--- src/rtl/cond_eval_pkg.sv ---
`timescale 1ns/1ps
package cond_eval_pkg;

    localparam int CC_W      = 5;
    localparam int NUM_CNT   = 2;
    localparam int CNT_IDX_W = (NUM_CNT > 1) ? $clog2(NUM_CNT) : 1;

    typedef enum logic [CC_W-1:0] {
        CC_ALWAYS      = 5'd0,
        CC_NEVER       = 5'd1,
        CC_NONNEG      = 5'd2,
        CC_NEG         = 5'd3,
        CC_ZERO        = 5'd4,
        CC_NONZERO     = 5'd5,
        CC_POS         = 5'd6,
        CC_NONPOS      = 5'd7,
        CC_LOVF_SET    = 5'd8,
        CC_LOVF_CLR    = 5'd9,
        CC_MOVF_SET    = 5'd10,
        CC_MOVF_CLR    = 5'd11,
        CC_CNT0_NONNEG = 5'd12,
        CC_CNT0_NEG    = 5'd13,
        CC_CNT1_NONNEG = 5'd14,
        CC_CNT1_NEG    = 5'd15,
        CC_RND_ONE     = 5'd16,
        CC_RND_ZERO    = 5'd17,
        CC_BIO_ALL     = 5'd18,
        CC_BIO_NONE    = 5'd19,
        CC_BIO_SOME    = 5'd20,
        CC_BIO_NOTALL  = 5'd21,
        CC_PAR_ODD     = 5'd22,
        CC_PAR_EVEN    = 5'd23,
        CC_BMU_M1      = 5'd24,
        CC_BMU_NOTM1   = 5'd25
    } cc_code_e;

    typedef struct packed {
        logic neg;
        logic zero;
        logic lovf;
        logic movf;
        logic bio_all;
        logic bio_none;
        logic bio_some;
        logic bio_notall;
        logic bmu_odd;
        logic bmu_m1;
        logic rnd;
    } cc_flags_t;

endpackage

--- src/rtl/cev_cond_decode.sv ---
`timescale 1ns/1ps
module cev_cond_decode
    import cond_eval_pkg::*;
(
    input  logic [CC_W-1:0]    code_i,
    input  logic               valid_i,
    input  cc_flags_t          flags_i,
    input  logic [NUM_CNT-1:0] cnt_neg_i,
    output logic               hit_o,
    output logic [NUM_CNT-1:0] inc_o,
    output logic               rnd_req_o
);

    logic               hit_raw;
    logic [NUM_CNT-1:0] inc_raw;
    logic               rnd_raw;

    always_comb begin
        hit_raw = 1'b0;
        inc_raw = '0;
        rnd_raw = 1'b0;
        case (cc_code_e'(code_i))
            CC_ALWAYS:      hit_raw = 1'b1;
            CC_NEVER:       hit_raw = 1'b0;
            CC_NONNEG:      hit_raw = !flags_i.neg;
            CC_NEG:         hit_raw = flags_i.neg;
            CC_ZERO:        hit_raw = flags_i.zero;
            CC_NONZERO:     hit_raw = !flags_i.zero;
            CC_POS:         hit_raw = !(flags_i.neg || flags_i.zero);
            CC_NONPOS:      hit_raw = flags_i.neg || flags_i.zero;
            CC_LOVF_SET:    hit_raw = flags_i.lovf;
            CC_LOVF_CLR:    hit_raw = !flags_i.lovf;
            CC_MOVF_SET:    hit_raw = flags_i.movf;
            CC_MOVF_CLR:    hit_raw = !flags_i.movf;
            CC_CNT0_NONNEG: begin hit_raw = !cnt_neg_i[0]; inc_raw[0] = 1'b1; end
            CC_CNT0_NEG:    begin hit_raw = cnt_neg_i[0];  inc_raw[0] = 1'b1; end
            CC_CNT1_NONNEG: begin hit_raw = !cnt_neg_i[1]; inc_raw[1] = 1'b1; end
            CC_CNT1_NEG:    begin hit_raw = cnt_neg_i[1];  inc_raw[1] = 1'b1; end
            CC_RND_ONE:     begin hit_raw = flags_i.rnd;   rnd_raw = 1'b1; end
            CC_RND_ZERO:    begin hit_raw = !flags_i.rnd;  rnd_raw = 1'b1; end
            CC_BIO_ALL:     hit_raw = flags_i.bio_all;
            CC_BIO_NONE:    hit_raw = flags_i.bio_none;
            CC_BIO_SOME:    hit_raw = flags_i.bio_some;
            CC_BIO_NOTALL:  hit_raw = flags_i.bio_notall;
            CC_PAR_ODD:     hit_raw = flags_i.bmu_odd;
            CC_PAR_EVEN:    hit_raw = !flags_i.bmu_odd;
            CC_BMU_M1:      hit_raw = flags_i.bmu_m1;
            CC_BMU_NOTM1:   hit_raw = !flags_i.bmu_m1;
            default:        hit_raw = 1'b0;
        endcase
    end

    // every result and side effect is gated by the evaluate strobe
    assign hit_o     = valid_i && hit_raw;
    assign inc_o     = valid_i ? inc_raw : '0;
    assign rnd_req_o = valid_i && rnd_raw;

endmodule

--- src/rtl/cev_loop_counter.sv ---
`timescale 1ns/1ps
module cev_loop_counter #(
    parameter int CNT_W = 16
) (
    input  logic             clk,
    input  logic             rst_n,
    input  logic             inc_i,
    input  logic             ld_i,
    input  logic [CNT_W-1:0] ld_data_i,
    output logic [CNT_W-1:0] val_o
);

    logic [CNT_W-1:0] val_q;

    always_ff @(posedge clk or negedge rst_n) begin
        if (!rst_n) begin
            val_q <= '0;
        end else if (ld_i) begin
            val_q <= ld_data_i;
        end else if (inc_i) begin
            val_q <= val_q + CNT_W'(1);
        end
    end

    assign val_o = val_q;

    p_load_wins_r6: assert property (@(posedge clk) disable iff (!rst_n)
        ld_i |=> (val_o == $past(ld_data_i)));

    p_step_one_r4: assert property (@(posedge clk) disable iff (!rst_n)
        (inc_i && !ld_i) |=> (val_o == $past(val_o) + CNT_W'(1)));

    p_hold_idle_r5: assert property (@(posedge clk) disable iff (!rst_n)
        (!inc_i && !ld_i) |=> $stable(val_o));

endmodule

--- src/rtl/cond_eval_unit.sv ---
`timescale 1ns/1ps
module cond_eval_unit
    import cond_eval_pkg::*;
#(
    parameter int CNT_W = 16
) (
    input  logic                 clk,
    input  logic                 rst_n,
    input  logic                 cond_valid,
    input  logic [CC_W-1:0]      cond_sel,
    input  logic                 flag_neg,
    input  logic                 flag_zero,
    input  logic                 flag_lovf,
    input  logic                 flag_movf,
    input  logic                 bio_all,
    input  logic                 bio_none,
    input  logic                 bio_some,
    input  logic                 bio_notall,
    input  logic                 bmu_odd,
    input  logic                 bmu_m1,
    input  logic                 rnd_bit,
    input  logic                 cnt_wr_en,
    input  logic [CNT_IDX_W-1:0] cnt_wr_sel,
    input  logic [CNT_W-1:0]     cnt_wr_data,
    output logic                 cond_true,
    output logic                 rnd_advance,
    output logic [CNT_W-1:0]     cnt0,
    output logic [CNT_W-1:0]     cnt1
);

    cc_flags_t          flags;
    logic [NUM_CNT-1:0] inc_req;
    logic [NUM_CNT-1:0] cnt_neg;
    logic [CNT_W-1:0]   cnt_val [NUM_CNT];

    assign flags = '{neg: flag_neg, zero: flag_zero, lovf: flag_lovf,
                     movf: flag_movf, bio_all: bio_all, bio_none: bio_none,
                     bio_some: bio_some, bio_notall: bio_notall,
                     bmu_odd: bmu_odd, bmu_m1: bmu_m1, rnd: rnd_bit};

    cev_cond_decode u_decode (
        .code_i    (cond_sel),
        .valid_i   (cond_valid),
        .flags_i   (flags),
        .cnt_neg_i (cnt_neg),
        .hit_o     (cond_true),
        .inc_o     (inc_req),
        .rnd_req_o (rnd_advance)
    );

    for (genvar gi = 0; gi < NUM_CNT; gi++) begin : g_cnt
        logic ld_here;
        assign ld_here     = cnt_wr_en && (cnt_wr_sel == CNT_IDX_W'(gi));
        assign cnt_neg[gi] = cnt_val[gi][CNT_W-1];

        cev_loop_counter #(.CNT_W(CNT_W)) u_cnt (
            .clk       (clk),
            .rst_n     (rst_n),
            .inc_i     (inc_req[gi]),
            .ld_i      (ld_here),
            .ld_data_i (cnt_wr_data),
            .val_o     (cnt_val[gi])
        );
    end

    assign cnt0 = cnt_val[0];
    assign cnt1 = cnt_val[1];

    p_gated_r12: assert property (@(posedge clk) disable iff (!rst_n)
        !cond_valid |-> (!cond_true && !rnd_advance));

    p_always_r8: assert property (@(posedge clk) disable iff (!rst_n)
        (cond_valid && cond_sel == CC_ALWAYS) |-> cond_true);

    p_never_r8: assert property (@(posedge clk) disable iff (!rst_n)
        (cond_valid && cond_sel == CC_NEVER) |-> !cond_true);

    p_pos_r1: assert property (@(posedge clk) disable iff (!rst_n)
        (cond_valid && cond_sel == CC_POS) |-> (cond_true == (!flag_neg && !flag_zero)));

    p_cnt0_sign_r3: assert property (@(posedge clk) disable iff (!rst_n)
        (cond_valid && cond_sel == CC_CNT0_NONNEG) |-> (cond_true == !cnt0[CNT_W-1]));

    p_rnd_pulse_r7: assert property (@(posedge clk) disable iff (!rst_n)
        rnd_advance |-> (cond_valid && (cond_sel == CC_RND_ONE || cond_sel == CC_RND_ZERO)));

    p_rnd_value_r7: assert property (@(posedge clk) disable iff (!rst_n)
        (cond_valid && cond_sel == CC_RND_ONE) |-> (cond_true == rnd_bit));

    p_unused_r11: assert property (@(posedge clk) disable iff (!rst_n)
        (cond_valid && cond_sel >= 5'd26) |-> (!cond_true && !rnd_advance));

endmodule

--- config.mk ---
export PLATFORM = sky130hd
export DESIGN_NAME = cond_eval_unit
export DESIGN_NICKNAME = d
export VERILOG_FILES = /design/src/rtl/cond_eval_pkg.sv /design/src/rtl/cev_cond_decode.sv /design/src/rtl/cev_loop_counter.sv /design/src/rtl/cond_eval_unit.sv
export SDC_FILE = /design/constraint.sdc
export NUM_CORES = 1
export LEC_CHECK = 0
export BUFFER_PORTS_ARGS = -buffer_cell sky130_fd_sc_hd__buf_2
export CAP_MARGIN = 20
export CORE_ASPECT_RATIO = 1.25
export CORE_MARGIN = 5
export CORE_UTILIZATION = 52
export CTS_BUF_LIST = sky130_fd_sc_hd__clkbuf_16
export DETAILED_ROUTE_END_ITERATION = 6
export MAX_ROUTING_LAYER = met4
export PLACE_DENSITY_LB_ADDON = 0.15
export SLEW_MARGIN = 40
export SYNTH_ARGS = -nofsm -noshare
export SYNTH_HDL_FRONTEND = slang
export SYNTH_SLANG_ARGS = --single-unit
export TNS_END_PERCENT = 5
--- constraint.sdc ---
create_clock -name clk -period 5.3 [get_ports clk]
set_clock_uncertainty 0.2 [all_clocks]
set_input_delay 1.06 -clock clk [delete_from_list [all_inputs] [get_ports clk]]
set_output_delay 1.06 -clock clk [all_outputs]
set_load 0.1 [all_outputs]
Word-level counts from Yosys, hierarchy flattened
Index checks and enable logic that the tools add are counted.
{"block": "classes", "n_addsub": 2, "n_eq_ne": 24, "n_mux": 9, "bitwise_logic": 1, "reduce_logical": 21}
{"cell": "$mux W16", "n": 4}
{"cell": "$eq A5 B5 Y1 const B", "n": 10}
{"cell": "$eq A5 B4 Y1 const B", "n": 8}
{"cell": "$add A16 B1 Y16 const B", "n": 2}
{"cell": "$pmux W1 S25", "n": 1}
{"cell": "$eq A5 B3 Y1 const B", "n": 4}
{"cell": "$eq A5 B2 Y1 const B", "n": 2}
{"cell": "$logic_not A1 Y1", "n": 10}
{"cell": "$reduce_or A2 Y1", "n": 3}
{"cell": "$logic_not A5 Y1", "n": 1}
{"cell": "$logic_and A1 B1 Y1", "n": 4}
{"cell": "$reduce_bool A2 Y1", "n": 2}
{"cell": "$mux W1", "n": 3}
{"cell": "$mux W2", "n": 1}
{"cell": "$logic_or A1 B1 Y1", "n": 1}
{"cell": "$not A1 Y1", "n": 1}
{"block": "totals", "reg_bits": 32, "in_bits": 37, "out_inout_bits": 34, "elab_cells": 59}

Logic depth before layout (Yosys ltp)
Gate-level depths: netlist of the first run.
{"block": "logic_depth", "word_depth": 6, "mapped_depth": 7, "ltp_nobuf": 6}

Cells and area by module
A second synthesis of the first run with hierarchy kept.
{"block": "unflattened", "cells_unflattened": 256, "area_unflattened_um2": 2270.9}
{"mod": "cev_loop_counter", "n_inst": 2, "cells_per_inst": 99, "area_per_inst_um2": 943.4, "seq_area_each_um2": 400.4}
{"mod": "cev_cond_decode", "n_inst": 1, "cells_per_inst": 56, "area_per_inst_um2": 367.9, "seq_area_each_um2": 0.0}
{"mod": "cond_eval_unit", "n_inst": 1, "cells_per_inst": 2, "area_per_inst_um2": 16.3, "seq_area_each_um2": 0.0}

Worst setup path after synthesis of the first run
Ideal clock, no wire load.
{"block": "synth_path", "path_kind": "input to output", "start": "input port cond_sel[3]", "end": "output port cond_true", "arrival_time_ps": 3551, "t_required_ps": 4040, "path_slack_ps": 489, "stages": 7, "path_buffers": 2, "cell_sequence": "buf_4 clkbuf_1 nor4b_1 a211o_1 a21oi_1 a31o_2 a21oi_1"}
{"block": "synth_between", "elab_chain_len": 3, "elab_cells_between_ends": 27, "classes_between": "eq/ne (24); mux (1); reduce/logical (2)"}
{"item": "from (decl)", "line": "cond_eval_unit.sv:10", "source": "input logic [CC_W-1:0] cond_sel,"}
{"item": "$eq A5 B5 Y1 (tied with other cells)", "line": "cev_cond_decode.sv:22", "source": "case (cc_code_e'(code_i))"}
{"item": "$pmux W1 S25 (*)", "line": "cev_cond_decode.sv:22"}
{"item": "$logic_and A1 B1 Y1 (*)", "line": "cev_cond_decode.sv:54", "source": "assign hit_o = valid_i && hit_raw;"}
{"item": "to (decl)", "line": "cond_eval_unit.sv:25", "source": "output logic cond_true,"}
Mark *: on every way between the ends. The rest lies on a longest branch, timed or not.

Worst setup path in the final report of the first run
Ends and elaborated chain as after synthesis.

==> flow_summary.toml, run 1 <==
[sta]
relSlewSlack_pct = 57.67
period_needed_ps = 3853
drv_slew = 0
fin_tns_setup_ps = 0
fmax_ghz = 0.2595
worst_slew_pin_slew_ps = 633.7
fin_crit_sh_pct = 72.70
rsz0062_at_grt = "false"
hold_violations = 0
setup_viol = 0

[pwr]
fin_total_pwr_w = 0.0009929
p_leak_nw = 1.126
p_per_area_mw_per_mm2 = 374.7
ir_worst_vdd_mv = 0.2092

[worst_setup_path]
crit_path_end_kind = "primary output"
worst_r2r_path_depth = 6
worstPathArrival_ps = 2590
r2r_slack_ps = 3440
cp-start-kind = "input port"
rr_endpoint = "g_cnt[1].u_cnt.val_o[12]"
crit_required_ps = 4040
cpLargestDelayFamily = "buffers and inverters"
crit_chain = "buf_2 -> nor3b_1 -> a221o_1 -> nand3b_1 -> a31o_2 -> a21oi_1 -> buf_2"
cp.buffers_inverters = 2
path_class = "in2out"
cp_common_cell = "buf_2"
max_stage_delay_ps = 440
cp_max_fo = 18
r2r-start = "g_cnt[1].u_cnt.val_o[0]"
slowest_stage = "buf_2"

[clock_tree]
clk_latency_ps = 270
htree_levels = 2
clkTransAtPathRegs_ps = 50
cts_max_path_buffers = 2
clock_sinks = 32
cts_setup_buffers = 0
cts_hold_buf = 0
cts_tree = "yes"
numCtsBuffers = 5
clock-root-buffer = "clkbuf_16"
cts_resized = 0

[placement]
hpwl_mm = 4.332
placement.io_buffers = 70
place_area_sq_mm = 0.002514
gp_congestion = 0.8732

[logic_synthesis]
synth_area_per_cell_sq_um = 8.415
yosys.cell_types.count = 44
async_reset_ff_share_pct = 100.0
syn-cell-area_sq_mm = 0.002146
synth_seq_cells = 32
synth_edf_count = 0
synth_nets = 294
synth_cells = 255
ys_seq_area_share_pct = 37.32
synth_top_flop_cell = "dfrtp_1"
yosys_warnings = 0

[detailed_routing]
wl_per_cell_um = 14.99
drt_wl_total_mm = 5.635
ant_nets = 0
drt-initial-drc-count = 104
drc = 0
viasPerCell = 5.628
dr.pass1.iters = 4
vias = 2116

[global_route]
grt_pass1_wl_mm = 9.494
grt_pass1_vias = 2098
grt_max_degree = 33
grt.overflow.total = 0
grt.total_usage_pct = 23.03
antenna_found_initial = 0

[floorplan]
io_pins = 71
fp-row-count = 26
fp.dieW_um = 67.46
start_util_pct = 53.19
dieArea_sq_mm = 0.005519
design.core.area_sq_mm = 0.004034
die_height_um = 81.82

[job]
max_cap_violations = 0

[layout]
mostFrequentLayoutCell = "buf_2"
syn2layout_area_growth_pct = 23.50
drive_above_1_share_pct = 27.50
final_core_util_pct = 65.69
layout_common_cells = "buf_2 (69), nand2_1 (32), dfrtp_1 (32), nor2_1 (26), xnor2_1 (20)"
largest_reg_flops = 32
nets = 359
final_area_sq_mm = 0.002650
diodes = 0

[status]
status = "completed"

[hold_path]
whs_endpoint = "g_cnt[1].u_cnt.val_o[10]"
hp-class = "reg2reg"
worstHoldStart = "g_cnt[1].u_cnt.val_o[10]"
worstHoldPathCells = 2
==> Yosys cell counts, drive strengths merged (2+ instances only) <==
master,instances,area share [%]
nand2,33,5.8
nor3,9,2.1
nor4,4,1.5
a31oi,2,0.58
o211ai,2,0.70
nor2,29,5.4
dfrtp,32,37
buf,5,1.5
nand4,8,2.3
nand3b,2,1.3
nor2b,5,1.5
o21ai,17,4.0
mux2i,4,1.9
nor3b,2,0.70
and4,2,0.82
xor2,12,4.9
ha,2,1.2
xnor2,20,8.2
nand3,12,3.4
a21oi,18,4.2
and4b,2,0.93
inv,5,0.87
and3,6,1.7
nor4b,3,1.2
clkbuf,8,1.4
==> where the power goes <==
group	switching, W	internal [W]
registers	0.0000439	0.000277
clock network	0.0000937	0.000168
logic	0.000329	0.0000812
==> metal layers <==
metal	GRT usage, %	up-vias	part of all wire, %
met5	-	-	0
met4	5.477	0	0.94
met3	5.335	6	6.7
met2	38.94	69	51
met1	27.70	1014	41
li1	-	1027	-
==> area by class of cell <==
| type | instances | area (sq um) |
|---|---|---|
| clock buffers | 5 | 125.1 |
| fillers | 397 | 1384 |
| multi-input cells | 205 | 1266 |
| well taps | 56 | 70.07 |
| inverters | 5 | 18.77 |
| clock inverters | 2 | 8.758 |
| repair buffers | 71 | 360.3 |
| flip-flops and latches | 32 | 800.8 |
==> through the flow <==
stage | hold slack, ps | setup slack, ps | instances
detailed placement | 391.9 | 1454 | 369
global placement | 389.4 | 1461 | 369
CTS | 404.2 | 1449 | 376
floorplan | 564.4 | 488.8 | 255
finish | 404.1 | 1447 | 376
global route | 447.8 | 1199 | 376
==> how the worst max path moves through the flow <==
stage                startpoint   endpoint  slack, ps  cells after the start
finish              cond_sel[3]  cond_true       1450                      7
global route        cond_sel[1]  cond_true       1200                      7
CTS                 cond_sel[3]  cond_true       1450                      7
detailed placement  cond_sel[3]  cond_true       1450                      7
global placement    cond_sel[3]  cond_true       1460                      7
floorplan           cond_sel[3]  cond_true        490                      7
==> worst min-delay path, cell delays in order, from the launching register on <==
cell	delay, ps
dfrtp_1	380
xnor2_1	130
a21oi_1	60
==> cell families (layout without fill, tap and decap cells) <==
| group | after synthesis | count (layout) | share of synthesized area (%) |
|---|---|---|---|
| muxes | 5 | 5 | 2.391 |
| AOI/OAI and AO/OA | 47 | 47 | 12.83 |
| xor gates and xnor gates | 32 | 32 | 13.06 |
| buffers and inverters | 18 | 83 | 3.790 |
| DFF | 32 | 32 | 37.32 |
| adders and majority gates | 2 | 2 | 1.166 |
| and+or+nand+nor | 119 | 119 | 29.45 |
Note: power is estimated with default switching activity, not from simulation.
==> run 2, diff against run 1 <==
--- a/config.mk
+++ b/config.mk
@@ -5,6 +5,7 @@
 export SDC_FILE = /design/constraint.sdc
 export NUM_CORES = 1
 export LEC_CHECK = 0
+export ABC_AREA = 1
 export BUFFER_PORTS_ARGS = -buffer_cell sky130_fd_sc_hd__buf_2
 export CAP_MARGIN = 20
 export CORE_ASPECT_RATIO = 1.25
==> constraint.sdc (replaced) <==
create_clock -name clk -period 3.65 [get_ports clk]
set_clock_uncertainty 0.2 [all_clocks]
set_input_delay 0.73 -clock clk [delete_from_list [all_inputs] [get_ports clk]]
set_output_delay 0.73 -clock clk [all_outputs]
set_load 0.1 [all_outputs]
==> run 2 against run 1 <==
  * Die area is 12% higher
  * Setup slack worse by 960 ps
  * Synthesized cell count rose by 34%
  * Sequential power is 47% higher
  * Final area is 13% higher
  * Synthesized area increased by 14%
  * Non-clock buffer count is 1 lower
  * Critical path type unchanged
  * Critical endpoint unchanged
  * Largest cell class unchanged
  * Largest power group unchanged
==> flow_summary.toml, run 2 <==
[sta]
worst_slew_pin_slew_ps = 539.7
fmax_ghz = 0.3157
rsz0062_at_grt = "false"
period_needed_ps = 3168
setup_viol = 0
hold_violations = 0
relSlewSlack_pct = 63.93
hold_ws_ps = 182.8
fin_crit_sh_pct = 86.79
drv_slew = 0

[hold_path]
hp-class = "in2async"

[worst_setup_path]
cp_num_cells = 10
crit_required_ps = 2720
slowest_stage = "buf_2"
crit_path_end_kind = "primary output"
cp-start-kind = "input port"
worst_r2r_path_depth = 7
crit_chain = "buf_2 -> inv_1 -> nor2_1 -> nand3_1 -> nand3_1 -> nor2_1 -> nand2_1 -> nor2_1 -> a21oi_1 -> buf_2"
cp_max_fo = 7
cp_common_cell = "nor2_1"
cpLargestDelayFamily = "simple AND/OR/NAND/NOR gates"
cp.buffers_inverters = 3
worstPathArrival_ps = 2240
max_stage_delay_ps = 430
path_class = "in2out"

[logic_synthesis]
yosysTopAreaCellShare_pct = 32.87
synth_nets = 381
synth_edf_count = 0
yosys.cell_types.count = 35
synth_top_area_cell = "dfrtp_1"
synth.cells.most_frequent = "nand2_1 (81), inv_1 (47), nand3_1 (36), nor2_1 (36), dfrtp_1 (32)"
synth_cells = 342
netlist_top_cells_area = "dfrtp_1 (33%), nand2_1 (12%), nand3_1 (7.4%), inv_1 (7.2%), nor2_1 (5.5%)"
ys_seq_area_share_pct = 32.87
synth_area_per_cell_sq_um = 7.123
synth.most_common_cell = "nand2_1"
async_reset_ff_share_pct = 100.0
syn-cell-area_sq_mm = 0.002436
yosys_warnings = 0
synth_top_flop_cell = "dfrtp_1"
synth_seq_cells = 32

[detailed_routing]
drc = 0
drt_wl_total_mm = 7.103
ant_nets = 0
drt-initial-drc-count = 106
viasPerCell = 5.536
wl_per_cell_um = 14.99
vias = 2624
dr.pass1.iters = 5

[pwr]
p_leak_nw = 1.516
p_int_w = 0.0007803
p_per_area_mw_per_mm2 = 517.8
ir_worst_vdd_mv = 0.4532
power_frac_comb_pct = 43.1
power.switching_w = 0.0007662
power_frac_seq_pct = 30.5
swShare_pct = 49.54
clkPwrFrac_pct = 26.3

[clock_tree]
cts_tree = "yes"
clk_latency_ps = 280
clock-root-buffer = "clkbuf_16"
clkTransAtPathRegs_ps = 50
numCtsBuffers = 5
cts_setup_buffers = 0
cts_hold_buf = 0
cts_resized = 0
clock_sinks = 32
htree_levels = 2
cts_max_path_buffers = 2

[layout]
nets = 454
final_core_util_pct = 66.98
diodes = 0
largest_reg_flops = 32
final_area_sq_mm = 0.002987
syn2layout_area_growth_pct = 22.60
layout_common_cells = "nand2_1 (81), buf_2 (69), inv_1 (47), nor2_1 (36), nand3_1 (36)"
mostFrequentLayoutCell = "nand2_1"
nFillCells = 415
drive_above_1_share_pct = 25.96
layout.cells.non_filler = 474

[floorplan]
design.core.area_sq_mm = 0.004459
fp.dieW_um = 71.22
dieArea_sq_mm = 0.006162
fp-row-count = 27
io_pins = 71
die_height_um = 86.53
start_util_pct = 54.63

[placement]
place_area_sq_mm = 0.002840
placement.io_buffers = 70
hpwl_mm = 5.492
gp_congestion = 0.9712
placedCellCount = 466

[global_route]
grt.total_usage_pct = 25.25
grt_pass1_wl_mm = 12.01
grt.overflow.total = 0
grt_pass1_vias = 2580
grt_max_degree = 33
antenna_found_initial = 0

[job]
max_cap_violations = 0

[status]
status = "completed"
-- run 2: cell count changes after synthesis, sizes merged, moves of 12 or more --
cell   previous run  this run
nand2            33        86
inv               5        51
nand3            12        41
nor2             29        45
a21oi            18         4
xnor2            20         8
-- run 2: worst reg2reg max path, stage by stage, from the launching register on --
cell      delay, ps
dfrtp_1         420
ha_1            230
nand3_2         110
nor2_2          220
nand2_1         130
nor2_1          130
xor2_1          160
o21bai_1         70
-- run 2: worst paths after layout --
kind                                              start                       end  slack [ps]
worst max-delay path                        cond_sel[2]                 cond_true         480
worst min-delay path                              rst_n   g_cnt[0].u_cnt.val_o[4]         180
worst max register to register  g_cnt[0].u_cnt.val_o[0]  g_cnt[0].u_cnt.val_o[12]        1870
worst min register to register  g_cnt[1].u_cnt.val_o[1]   g_cnt[1].u_cnt.val_o[1]         350
max in group asynchronous                         rst_n  g_cnt[1].u_cnt.val_o[14]        2760
min in group clk                g_cnt[1].u_cnt.val_o[1]   g_cnt[1].u_cnt.val_o[1]         350
-- run 2: final cells by class --
class                           count  area, sq um  area share [%]
Multi-Input combinational cell    255         1425           47.72
Sequential cell                    32        800.8           26.81
Timing Repair Buffer               70        352.8           11.81
Inverter                           51        191.4           6.410
Clock buffer                        5        125.1           4.189
Tap cell                           58        72.57           2.430
Clock inverter                      3        18.77          0.6284
-- run 2: stage by stage --
stage	setup TNS, ps	setup WS [ps]	power [W]
after floorplan	-95.81	-95.81	0.001008
after CTS	0	486.0	0.001550
after global placement	0	483.8	0.001137
final	0	482.0	0.001546
after global routing	0	283.4	0.001619
after detailed placement	0	476.3	0.001143
-- run 2: power groups by stage --
stage / clock network [W] / logic (W) / registers (W)
global placement: 0 / 0.000662 / 0.000474
CTS: 0.000409 / 0.000670 / 0.000471
detailed placement: 0 / 0.000666 / 0.000477
finish: 0.000407 / 0.000667 / 0.000472
global route: 0.000429 / 0.000708 / 0.000482
floorplan: 0 / 0.000177 / 0.000830
-- run 2: cells by family (layout without fill, tap and decap cells) --
group,after synthesis,count (layout),synth area share [%]
simple gates,194,194,38.93
buf+inv,55,129,8.885
fa+ha+maj,2,2,1.027
compound gates,42,42,12.17
flops,32,32,32.87
xor+xnor,17,17,6.112
-- run 2: metal layers --
layer	global-route usage, %	routed length (um)	up-vias
met2	42.81	3504	114
li1	-	-	1286
met1	28.54	2765	1200
met5	-	0	-
met3	4.988	561	24
met4	11.45	272	0
==> run 3, diff against run 2 <==
--- a/config.mk
+++ b/config.mk
@@ -5,12 +5,11 @@
 export SDC_FILE = /design/constraint.sdc
 export NUM_CORES = 1
 export LEC_CHECK = 0
-export ABC_AREA = 1
 export BUFFER_PORTS_ARGS = -buffer_cell sky130_fd_sc_hd__buf_2
 export CAP_MARGIN = 20
 export CORE_ASPECT_RATIO = 1.25
 export CORE_MARGIN = 5
-export CORE_UTILIZATION = 52
+export CORE_UTILIZATION = 51
 export CTS_BUF_LIST = sky130_fd_sc_hd__clkbuf_16
 export DETAILED_ROUTE_END_ITERATION = 6
 export MAX_ROUTING_LAYER = met4
==> run 3 against run 2 <==
  * Sequential cell count unchanged
  * Setup slack got worse by 20 ps
  * Routed wire length decreased by 20%
  * Clock-buffer cell count unchanged
  * Combinational power decreased by 10%
  * Sequential power decreased by 1%
  * Critical path depth decreased by 3
  * Core utilization decreased by 1.7 points
  * Register-to-register slack got worse by 60 ps
  * Non-clock buffer count increased by 1
  * Cell count decreased by 21%
  * Via count decreased by 20%
==> flow_summary.toml, run 3 (same netlist as run 1, synthesis figures left out) <==
[hold_path]
hp-class = "in2async"

[clock_tree]
numCtsBuffers = 5
clock_sinks = 32
cts_hold_buf = 0
clkTransAtPathRegs_ps = 50
cts_tree = "yes"
cts_max_path_buffers = 2
clk_latency_ps = 270
htree_levels = 2
clock-root-buffer = "clkbuf_16"
cts_setup_buffers = 0
cts_resized = 0

[global_route]
grt_max_degree = 33
grt.overflow.total = 0
antenna_found_initial = 0
grt_pass1_wl_mm = 9.308
grt_pass1_vias = 2070
grt.total_usage_pct = 22.66

[layout]
diodes = 0
layout.cells.non_filler = 376
nFillCells = 372
drive_above_1_share_pct = 27.50
nets = 359
layout_common_cells = "buf_2 (69), nand2_1 (32), dfrtp_1 (32), nor2_1 (26), xnor2_1 (20)"
syn2layout_area_growth_pct = 23.61
largest_reg_flops = 32
mostFrequentLayoutCell = "buf_2"
final_core_util_pct = 65.23

[pwr]
p_per_area_mw_per_mm2 = 544.7
ir_worst_vdd_mv = 0.3603
p_leak_nw = 1.120
fin_total_pwr_w = 0.001445

[job]
max_cap_violations = 0

[placement]
gp_congestion = 0.8145
placement.io_buffers = 70
placedCellCount = 369
hpwl_mm = 4.326
pre_cts_slack_ps = 468.8

[sta]
fmax_ghz = 0.3137
fin_ws_ps = 462.4
drv_slew = 0
setup_viol = 0
rsz0062_at_grt = "false"
fin_crit_sh_pct = 87.33
worst_slew_pin_slew_ps = 543.0
relSlewSlack_pct = 63.67
period_needed_ps = 3188
hold_violations = 0
fin_tns_setup_ps = 0

[detailed_routing]
viasPerCell = 5.569
dr.pass1.iters = 4
vias = 2094
drt-initial-drc-count = 128
drt_wl_total_mm = 5.711
ant_nets = 0
wl_per_cell_um = 15.19
drc = 0
dr_wl_met3_um = 315
met1Wirelength_mm = 2.361
wl_met2_mm = 2.911
routed.top_layer = "met4"

[floorplan]
design.core.area_sq_mm = 0.004066
dieArea_sq_mm = 0.005613
die_height_um = 82.52
io_pins = 71
fp-row-count = 26
fp.dieW_um = 68.02
start_util_pct = 52.77

[worst_setup_path]
crit_path_end_kind = "primary output"
crit_required_ps = 2720
cp_max_fo = 18
worstPathArrival_ps = 2260
cp-start-kind = "input port"
path_class = "in2out"

[status]
status = "completed"
==> run 3: changes by cell type in the layout (fill, tap and decap cells not counted), moves of 5 or more <==
| cell | before | now |
|---|---|---|
| nand2_1 | 81 | 32 |
| inv_1 | 47 | 5 |
| nand3_1 | 36 | 11 |
| a21oi_1 | 4 | 17 |
| xnor2_1 | 8 | 20 |
| nor2_1 | 36 | 26 |
| o221ai_1 | 10 | 0 |
| and3_1 | 0 | 6 |
| nor2b_1 | 0 | 5 |
| o22ai_1 | 5 | 0 |
==> run 3: worst paths after layout <==
path                                          startpoint                       end  slack, ps  depth (start not counted)
worst max-delay path                         cond_sel[3]                 cond_true        460                          7
worst min-delay path                               rst_n  g_cnt[0].u_cnt.val_o[10]        200                          1
worst max register to register   g_cnt[1].u_cnt.val_o[2]  g_cnt[1].u_cnt.val_o[10]       1810                          5
worst min register to register  g_cnt[1].u_cnt.val_o[14]  g_cnt[1].u_cnt.val_o[14]        400                          2
max in group asynchronous                          rst_n   g_cnt[1].u_cnt.val_o[3]       2750                          1
min in group clk                g_cnt[1].u_cnt.val_o[14]  g_cnt[1].u_cnt.val_o[14]        400                          2
==> run 3: layout make-up <==
cell class                 count  area [sq um]  area share [%]
sequential                    32         800.8           30.19
tap                           56         70.07           2.642
inverter                       5         18.77          0.7075
clock buffer                   5         125.1           4.717
clock inverter                 2         7.507          0.2830
timing repair buffer          71         360.3           13.58
multi-input combinational    205          1270           47.88
==> run 3: layer usage <==
| layer | vias to the layer above | track usage (%) |
|---|---|---|
| met4 | 0 | 9.543 |
| met3 | 13 | 4.060 |
| met5 | - | - |
| met2 | 65 | 37.70 |
| met1 | 989 | 26.70 |
| li1 | 1027 | - |
==> run 3: stage by stage <==
| step | hold WS, ps | area [sq um] |
|---|---|---|
| finish | 196.5 | 2653 |
| global route | 226.4 | 2653 |
| CTS | 346.8 | 2650 |
| detailed placement | 376.9 | 2517 |
| global placement | 387.0 | 2515 |
| floorplan | 234.4 | 2150 |
==> run 3: worst max-delay path, cell delays in order <==
cell      delay, ps
buf_2           270
mux2_2          370
a221o_1         290
nand3b_1         80
a31o_2          160
a21oi_2          50
buf_2           300
==> run 3: power breakdown <==
group / total [W] / switching [W] / leakage [nW] / internal [W]
Clock: 0.000381 / 0.000138 / 0.0648 / 0.000243
Sequential: 0.000467 / 0.0000642 / 0.374 / 0.000403
Combinational: 0.000597 / 0.000479 / 0.681 / 0.000118
